$ cat config.mk
export PLATFORM = sky130hd
export DESIGN_NAME = bus_err_capture
export DESIGN_NICKNAME = d
export VERILOG_FILES = /design/src/rtl/bec_pkg.sv /design/src/rtl/bec_ecc_counter.sv /design/src/rtl/bec_capture.sv /design/src/rtl/bus_err_capture.sv
export SDC_FILE = /design/constraint.sdc
export NUM_CORES = 1
export LEC_CHECK = 0
export BUFFER_PORTS_ARGS = -buffer_cell sky130_fd_sc_hd__buf_2
export CAP_MARGIN = 20
export CELL_PAD_IN_SITES_DETAIL_PLACEMENT = 1
export CELL_PAD_IN_SITES_GLOBAL_PLACEMENT = 2
export CORE_ASPECT_RATIO = 1.75
export CORE_MARGIN = 5
export CORE_UTILIZATION = 26
export DETAILED_ROUTE_END_ITERATION = 8
export GPL_TIMING_DRIVEN = 0
export PLACE_DENSITY = 0.86
export SETUP_SLACK_MARGIN = 0.5
export SLEW_MARGIN = 5
export SYNTH_ARGS = -nofsm -noshare
export SYNTH_HDL_FRONTEND = slang
export SYNTH_HIERARCHICAL = 1
export SYNTH_SLANG_ARGS = --single-unit
$ cat constraint.sdc
create_clock -name clk_i -period 3.87 [get_ports clk_i]
set_clock_uncertainty 0.15 [all_clocks]
set_input_delay 0.774 -clock clk_i [delete_from_list [all_inputs] [get_ports clk_i]]
set_output_delay 0.774 -clock clk_i [all_outputs]
set_load 0.01 [all_outputs]
$ cat src/rtl/bec_pkg.sv
package bec_pkg;
  localparam int unsigned REG_STATUS = 0;
  localparam int unsigned REG_COUNT  = 1;
  localparam int unsigned DIS_BIT    = 8;
  localparam int unsigned FLAG_LSB   = 9;
  localparam int unsigned NUM_FLAGS  = 4;

  typedef enum logic [1:0] {
    FLG_DATA = 2'd0,
    FLG_EXT  = 2'd1,
    FLG_WDOG = 2'd2,
    FLG_AO   = 2'd3
  } flag_idx_e;
endpackage

$ cat src/rtl/bec_ecc_counter.sv
module bec_ecc_counter #(
  parameter int unsigned CNT_W = 8
) (
  input  logic             clk_i,
  input  logic             rst_ni,
  input  logic             sbe_i,
  input  logic             dis_i,
  input  logic             load_i,
  input  logic [CNT_W-1:0] load_val_i,
  output logic [CNT_W-1:0] cnt_o,
  output logic             sat_o
);
  localparam logic [CNT_W-1:0] CNT_MAX = '1;

  logic [CNT_W-1:0] cnt_q;

  always_ff @(posedge clk_i or negedge rst_ni) begin
    if (!rst_ni)                                cnt_q <= '0;
    else if (load_i)                            cnt_q <= load_val_i;  // software wins
    else if (sbe_i && !dis_i && cnt_q != CNT_MAX) cnt_q <= cnt_q + 1'b1;
  end

  assign cnt_o = cnt_q;
  assign sat_o = (cnt_q == CNT_MAX);

  assert_sat_hold_R1: assert property (@(posedge clk_i) disable iff (!rst_ni)
    (cnt_q == CNT_MAX) && !load_i |=> cnt_q == CNT_MAX);
  assert_load_R3: assert property (@(posedge clk_i) disable iff (!rst_ni)
    load_i |=> cnt_q == $past(load_val_i));
  assert_dis_hold_R4: assert property (@(posedge clk_i) disable iff (!rst_ni)
    dis_i && !load_i |=> $stable(cnt_q));
endmodule

$ cat src/rtl/bec_capture.sv
module bec_capture
  import bec_pkg::*;
#(
  parameter int unsigned CODE_W = 3,
  parameter int unsigned TYPE_W = 5
) (
  input  logic                 clk_i,
  input  logic                 rst_ni,
  input  logic                 mc_i,
  input  logic [NUM_FLAGS-1:0] set_i,
  input  logic                 clr_we_i,
  input  logic [NUM_FLAGS-1:0] clr_mask_i,
  input  logic [CODE_W-1:0]    code_i,
  input  logic [TYPE_W-1:0]    type_i,
  output logic [NUM_FLAGS-1:0] flags_o,
  output logic [CODE_W-1:0]    code_o,
  output logic [TYPE_W-1:0]    type_o
);
  logic [NUM_FLAGS-1:0] flags_q;
  logic [CODE_W-1:0]    code_q;
  logic [TYPE_W-1:0]    type_q;

  for (genvar g = 0; g < NUM_FLAGS; g++) begin : g_flag
    always_ff @(posedge clk_i or negedge rst_ni) begin
      if (!rst_ni)                        flags_q[g] <= 1'b0;
      else if (set_i[g])                  flags_q[g] <= 1'b1;  // set beats clear
      else if (clr_we_i && clr_mask_i[g]) flags_q[g] <= 1'b0;
    end
  end

  always_ff @(posedge clk_i or negedge rst_ni) begin
    if (!rst_ni) begin
      code_q <= '0;
      type_q <= '0;
    end else if (mc_i && flags_q == '0) begin
      code_q <= code_i;
      type_q <= type_i;
    end
  end

  assign flags_o = flags_q;
  assign code_o  = code_q;
  assign type_o  = type_q;

  assert_freeze_R8: assert property (@(posedge clk_i) disable iff (!rst_ni)
    (flags_q != '0) |=> $stable(code_q) && $stable(type_q));
  assert_sticky_R6: assert property (@(posedge clk_i) disable iff (!rst_ni)
    flags_q[FLG_DATA] && !(clr_we_i && clr_mask_i[FLG_DATA]) |=> flags_q[FLG_DATA]);
endmodule

$ cat src/rtl/bus_err_capture.sv
module bus_err_capture
  import bec_pkg::*;
#(
  parameter int unsigned CNT_W  = 8,
  parameter int unsigned CODE_W = 3,
  parameter int unsigned TYPE_W = 5,
  parameter int unsigned ADDR_W = 2,
  parameter int unsigned DATA_W = 32
) (
  input  logic              clk_i,
  input  logic              rst_ni,
  input  logic              sbe_i,
  input  logic              dbe_i,
  input  logic              par_i,
  input  logic              ext_mc_i,
  input  logic              wdog_i,
  input  logic              ao_to_i,
  input  logic [CODE_W-1:0] xfer_code_i,
  input  logic [TYPE_W-1:0] xfer_type_i,
  input  logic              reg_we_i,
  input  logic [ADDR_W-1:0] reg_addr_i,
  input  logic [DATA_W-1:0] reg_wdata_i,
  output logic [DATA_W-1:0] reg_rdata_o,
  output logic              mcp_o,
  output logic              tea_o
);
  localparam int unsigned TYPE_LSB = CODE_W;

  logic                 dis_q, mcp_q, tea_q;
  logic                 sbe_en, ue_en, data_mc, mc_now, sat;
  logic                 wr_status, wr_count;
  logic [CNT_W-1:0]     cnt;
  logic [NUM_FLAGS-1:0] flags, flag_set;
  logic [CODE_W-1:0]    cap_code;
  logic [TYPE_W-1:0]    cap_type;

  assign wr_status = reg_we_i && (reg_addr_i == ADDR_W'(REG_STATUS));
  assign wr_count  = reg_we_i && (reg_addr_i == ADDR_W'(REG_COUNT));

  assign sbe_en  = sbe_i && !dis_q;
  assign ue_en   = (dbe_i || par_i) && !dis_q;
  assign data_mc = ue_en || (sbe_en && sat);
  assign mc_now  = data_mc || ext_mc_i || wdog_i || ao_to_i;

  always_comb begin
    flag_set           = '0;
    flag_set[FLG_DATA] = data_mc;
    flag_set[FLG_EXT]  = ext_mc_i;
    flag_set[FLG_WDOG] = wdog_i;
    flag_set[FLG_AO]   = ao_to_i;
  end

  bec_ecc_counter #(.CNT_W(CNT_W)) u_cnt (
    .clk_i      (clk_i),
    .rst_ni     (rst_ni),
    .sbe_i      (sbe_i),
    .dis_i      (dis_q),
    .load_i     (wr_count),
    .load_val_i (reg_wdata_i[CNT_W-1:0]),
    .cnt_o      (cnt),
    .sat_o      (sat)
  );

  bec_capture #(.CODE_W(CODE_W), .TYPE_W(TYPE_W)) u_cap (
    .clk_i      (clk_i),
    .rst_ni     (rst_ni),
    .mc_i       (mc_now),
    .set_i      (flag_set),
    .clr_we_i   (wr_status),
    .clr_mask_i (reg_wdata_i[FLAG_LSB +: NUM_FLAGS]),
    .code_i     (xfer_code_i),
    .type_i     (xfer_type_i),
    .flags_o    (flags),
    .code_o     (cap_code),
    .type_o     (cap_type)
  );

  always_ff @(posedge clk_i or negedge rst_ni) begin
    if (!rst_ni) begin
      dis_q <= 1'b0;
      mcp_q <= 1'b0;
      tea_q <= 1'b0;
    end else begin
      if (wr_status) dis_q <= reg_wdata_i[DIS_BIT];
      mcp_q <= mc_now;
      tea_q <= ue_en;
    end
  end

  always_comb begin
    reg_rdata_o = '0;
    if (reg_addr_i == ADDR_W'(REG_STATUS)) begin
      reg_rdata_o[CODE_W-1:0]              = cap_code;
      reg_rdata_o[TYPE_LSB +: TYPE_W]      = cap_type;
      reg_rdata_o[DIS_BIT]                 = dis_q;
      reg_rdata_o[FLAG_LSB +: NUM_FLAGS]   = flags;
    end else if (reg_addr_i == ADDR_W'(REG_COUNT)) begin
      reg_rdata_o[CNT_W-1:0] = cnt;
    end
  end

  assign mcp_o = mcp_q;
  assign tea_o = tea_q;

  assert_no_esc_R2: assert property (@(posedge clk_i) disable iff (!rst_ni)
    sbe_i && !sat && !dbe_i && !par_i && !ext_mc_i && !wdog_i && !ao_to_i |=> !mcp_o && !tea_o);
  assert_esc_R2: assert property (@(posedge clk_i) disable iff (!rst_ni)
    sbe_i && !dis_q && sat |=> mcp_o);
  assert_tea_mcp_R5: assert property (@(posedge clk_i) disable iff (!rst_ni)
    tea_o |-> mcp_o);
  assert_ext_R7: assert property (@(posedge clk_i) disable iff (!rst_ni)
    ext_mc_i || wdog_i || ao_to_i |=> mcp_o);
endmodule

# Word level (Yosys, flattened, before mapping)
# Cells that the tools add are included.
[word_totals]
in_bits = 51
mem_count = 0
mem_bits_ro = 0
regBits = 23
ram_bits = 0
latchBits = 0
[classes]
eq_ne = 3
add_sub_neg = 1
bitwise = 0
div_mod_pow = 0
multipliers = 0
n_reduce_logical = 24
n_mux = 13
shifts = 0
order_cmp = 0
[ops]
columns = ["operator", "n"]
rows = [
  ["2-to-1 mux 8 bit", 4],
  ["logical AND 1 bit", 11],
  ["nonzero test 2 bit", 5],
  ["adder 8 x 1 -> 8 bit (second input constant)", 1],
  ["equality test 8 bit (second input constant)", 1],
  ["2-to-1 mux 1 bit", 8],
  ["inequality test 8 bit (second input constant)", 1],
  ["logical OR 1 bit", 5],
  ["2-to-1 mux 5 bit", 1],
  ["logical NOT 4 bit", 1],
  ["equality test 2 x 1 -> 1 bit (second input constant)", 1],
  ["logical NOT 2 bit", 1],
  ["logical NOT 1 bit", 1],
]

# Depth between registers and ports, before layout
[logic_depth]
ltp_word = 8
ltp_mapped = 8
ltp_nobuf = 7

# Hierarchy
# Netlist, hierarchy kept.
[by_module_without_submodules]
columns = ["module", "n_inst", "seq_area_each_um2", "area_per_inst_um2", "cells_per_inst"]
rows = [
  ["bec_ecc_counter", 1, 200.2, 581.8, 67],
  ["bec_capture", 1, 300.3, 460.4, 31],
  ["bus_err_capture", 1, 75.1, 452.9, 56],
]

# Worst setup path before layout
# Ideal clock, no wire load.
[synth_path]
kind = "input -> output"
startpoint = "input port reg_addr_i[1]"
endpoint = "output port reg_rdata_o[10]"
path_stages = 3
n_path_buf = 1
t_required_ns = 2.946
path_slack_ns = 1.730
arrival_time_ns = 1.216
path_cell_list = "buf_2 -> nor2_2 -> and2_1"
[synth_via]
elab_chain_cells = 2
[synth_rtl]
columns = ["element", "line", "text"]
rows = [
  ["start: declaration", "bus_err_capture.sv:21", "input logic [ADDR_W-1:0] reg_addr_i,"],
  ["logical NOT 2 bit", "bus_err_capture.sv:92", "if (reg_addr_i == ADDR_W'(REG_STATUS)) begin"],
  ["2-to-1 mux 5 bit", "bus_err_capture.sv:92", ""],
  ["end: declaration", "bus_err_capture.sv:23", "output logic [DATA_W-1:0] reg_rdata_o,"],
]
# No other way between the ends.

# Worst setup path after layout
[layout_path]
startpoint = "input port reg_addr_i[1]"
endpoint = "output port reg_rdata_o[8]"
# Same word-level chain as after synthesis.

==> flow_summary.json <==
{
  "p_per_area_nw_per_um2": 341.9,
  "leakage_nw": 0.9673,
  "drc": 0,
  "synth_most_common_cell": "dfrtp_1",
  "fin_crit_ns": 2.417,
  "root_buffer": "clkbuf_8",
  "first_global_vias": 1523,
  "fp.dieW_um": 67.33,
  "cts_resized": 0,
  "netlist_instances": 154,
  "rr_startpoint": "u_cnt/cnt_o[0]",
  "ys_seq_elements": 23,
  "port_buffers": 46,
  "grt_max_degree": 24,
  "busiest_layer": "met2",
  "design_area_sq_um": 1934,
  "postRouteAntennaNets": 0,
  "core_area_sq_um": 5585,
  "reg2reg_depth": 8,
  "initial_utilization_pct": 26.77,
  "routed_via_density": 4.493,
  "drv_slew": 0,
  "clockBufferDepth": 2,
  "status": "complete, no violations",
  "holdBufCountCts": 0,
  "critPathKind": "input pin to primary output",
  "start_kind": "input pin",
  "finalSetupViolCount": 0,
  "synth_flop_cell": "dfrtp_1",
  "grt_setup_unrepaired": "no",
  "first_iter_violations": 39,
  "grt_pass1_wl_mm": 7.044,
  "fin_nets": 275,
  "cts_tree": "yes",
  "synth_xor_xnor_area_share_pct": 0,
  "cts_buffers": 3,
  "antenna_cells": 0,
  "fin_setup_tns_ns": 0,
  "crit_chain": "buf_2, buf_2, nor2_2, and2_1, buf_2",
  "groute.usage.overall_pct": 12.30,
  "cts_sinks": 23,
  "ys_seq_area_share_pct": 38.49,
  "syn_area_sq_um": 1495,
  "slowest_delay_ns": 0.19,
  "fin_crit_sh_pct": 62.46,
  "dp_hpwl_mm": 3.437,
  "synth.largest_area_cell": "dfrtp_1",
  "dpl_cell_area_sq_um": 1888,
  "die_h_um": 110.3,
  "critical_path_required_ns": 2.95,
  "wire_per_inst_um": 14.08,
  "min_path_type": "input pin to asynchronous set/reset pin",
  "io_pins": 85,
  "clk_pin_slew_worst_paths_ns": 0.09,
  "synth_top_area_share_pct": 38.49,
  "synth_top_family_by_area": "simple AND/OR/NAND/NOR gates",
  "synth_fa_ha_area_share_pct": 0.8368,
  "max_freq_mhz": 413.7,
  "r2r_end": "u_cap/type_o[0]",
  "hold_violations": 0,
  "htreeDepth": 1,
  "max-vdd-ir-drop_v": 0.0001621,
  "synth-edff-count": 0,
  "rows": 36,
  "r2r_slack_ns": 1.55,
  "synth_cell_types": 47,
  "critPathCaptureType": "primary output",
  "final_layout_size_suffix_gt1_share_pct": 40.99,
  "yosys-top-cells-area": "dfrtp_1 38%, buf_4 9.5%, mux2_2 6.0%",
  "die_area_sq_um": 7427,
  "crit_path_top_delay_cell": "buf_2",
  "max_slew_margin_pct": 63.83,
  "cp-startpoint": "reg_addr_i[1]",
  "post_cts_buffers": 0,
  "cp.arrival_ns": 1.49,
  "async_flop_share_pct": 100.0,
  "met2_usage_pct": 24.42,
  "grt_use_met1_pct": 11.89,
  "first_pass_iters": 4,
  "area_growth_pct": 29.37,
  "synth-compound-area-share_pct": 13.14,
  "cp_max_fo": 10,
  "synth-simple-area-share_pct": 21.84,
  "antenna_found_initial": 0,
  "cp_common_cell": "buf_2",
  "grtUsageMet3_pct": 2.535,
  "syn_avg_cell_area_sq_um": 9.709,
  "wirelength_mm": 4.195,
  "worst_pin_slew_ns": 0.5426,
  "synth_mux_area_share_pct": 12.13,
  "synth_commonest_cells": "23 x dfrtp_1, 19 x buf_4, 17 x nand2_1, 14 x nor2_1",
  "yosys_warnings": 6,
  "drv_cap": 0,
  "vias": 1339,
  "gp_congestion": 0.7869,
  "gr-total-overflow": 0,
  "insertion_delay_ns": 0.26
}
==> critical path: cells and delay by family <==
family                 cells  cell delay (ns)
and+or+nand+nor            2             0.29
buffers and inverters      3             0.44
==> final cells by class <==
type | count | area [sq um]
buffer | 25 | 191.4
clock buffer | 3 | 41.29
clock inverter | 1 | 5.005
fill | 700 | 3651
inverter | 2 | 7.507
multi-input combinational | 122 | 788.3
sequential | 23 | 575.6
tap | 76 | 95.09
timing repair buffer | 46 | 230.2
==> worst max-delay path by stage <==
| stage | end | slack [ns] | cells past startpoint |
|---|---|---|---|
| 2_1_floorplan | reg_rdata_o[10] | 1.73 | 3 |
| 3_3_place_gp | u_cnt/cnt_o[1] | 1.42 | 7 |
| 3_5_place_dp | u_cnt/cnt_o[5] | 1.40 | 7 |
| 4_1_cts | reg_rdata_o[8] | 1.43 | 5 |
| 5_1_grt | u_cap/type_o[1] | 1.35 | 8 |
| 6_report | reg_rdata_o[8] | 1.45 | 5 |
==> placed cells by master (no fill, tap or decap), types with 2 or more instances in the layout <==
cell type / instances
or2_2: 2
mux2_2: 8
mux2i_1: 8
dfrtp_1: 23
nand4_1: 3
a211oi_1: 3
a2111o_1: 2
nor2_1: 14
o31ai_1: 2
a31oi_1: 2
clkbuf_8: 3
buf_6: 3
buf_2: 48
a21o_1: 3
and2_1: 6
buf_4: 19
conb_1: 19
o211ai_1: 6
nand2_1: 17
a21oi_1: 2
==> metal layers <==
metal	vias to the layer above	routed length (um)
li1	644	-
met1	643	1412
met2	48	2456
met3	4	256
met4	0	70
met5	-	0
==> per-stage QoR <==
step                hold WS [ns]  power, mW  util (%)  setup slack, ns  cells
global placement          0.3387     0.5105     33.80            1.425    294
global route              0.3625     0.7096     34.63            1.352    298
CTS                       0.3507     0.6698     34.63            1.434    298
floorplan                 0.3140     0.4391         -            1.730    172
finish                    0.3314     0.6614     34.63            1.453    298
detailed placement        0.3462     0.5152     33.80            1.401    294
==> cells by family (layout without fill, tap and decap cells) <==
family	Yosys count	after routing
AND/OR/NAND/NOR	59	59
buffers and inverters	27	77
AO/OA/AOI/OAI	26	26
flip-flops	23	23
multiplexers	17	17
adder cells (fa/ha/maj)	1	1
other	1	19
==> sequential cells by signal, summed over array words and instances (netlist names) <==
name	count
tea_o	1
u_cap/type_o	5
dis_q	1
u_cap/code_o	3
u_cap/flags_o	4
mcp_o	1
u_cnt/cnt_o	8
==> report_power, final <==
part | switching (mW) | internal [mW]
clock | 0.0803 | 0.0719
sequential | 0.0570 | 0.271
combinational | 0.0915 | 0.0893
total | 0.229 | 0.433
No activity file was read; power rests on OpenSTA's default activity.
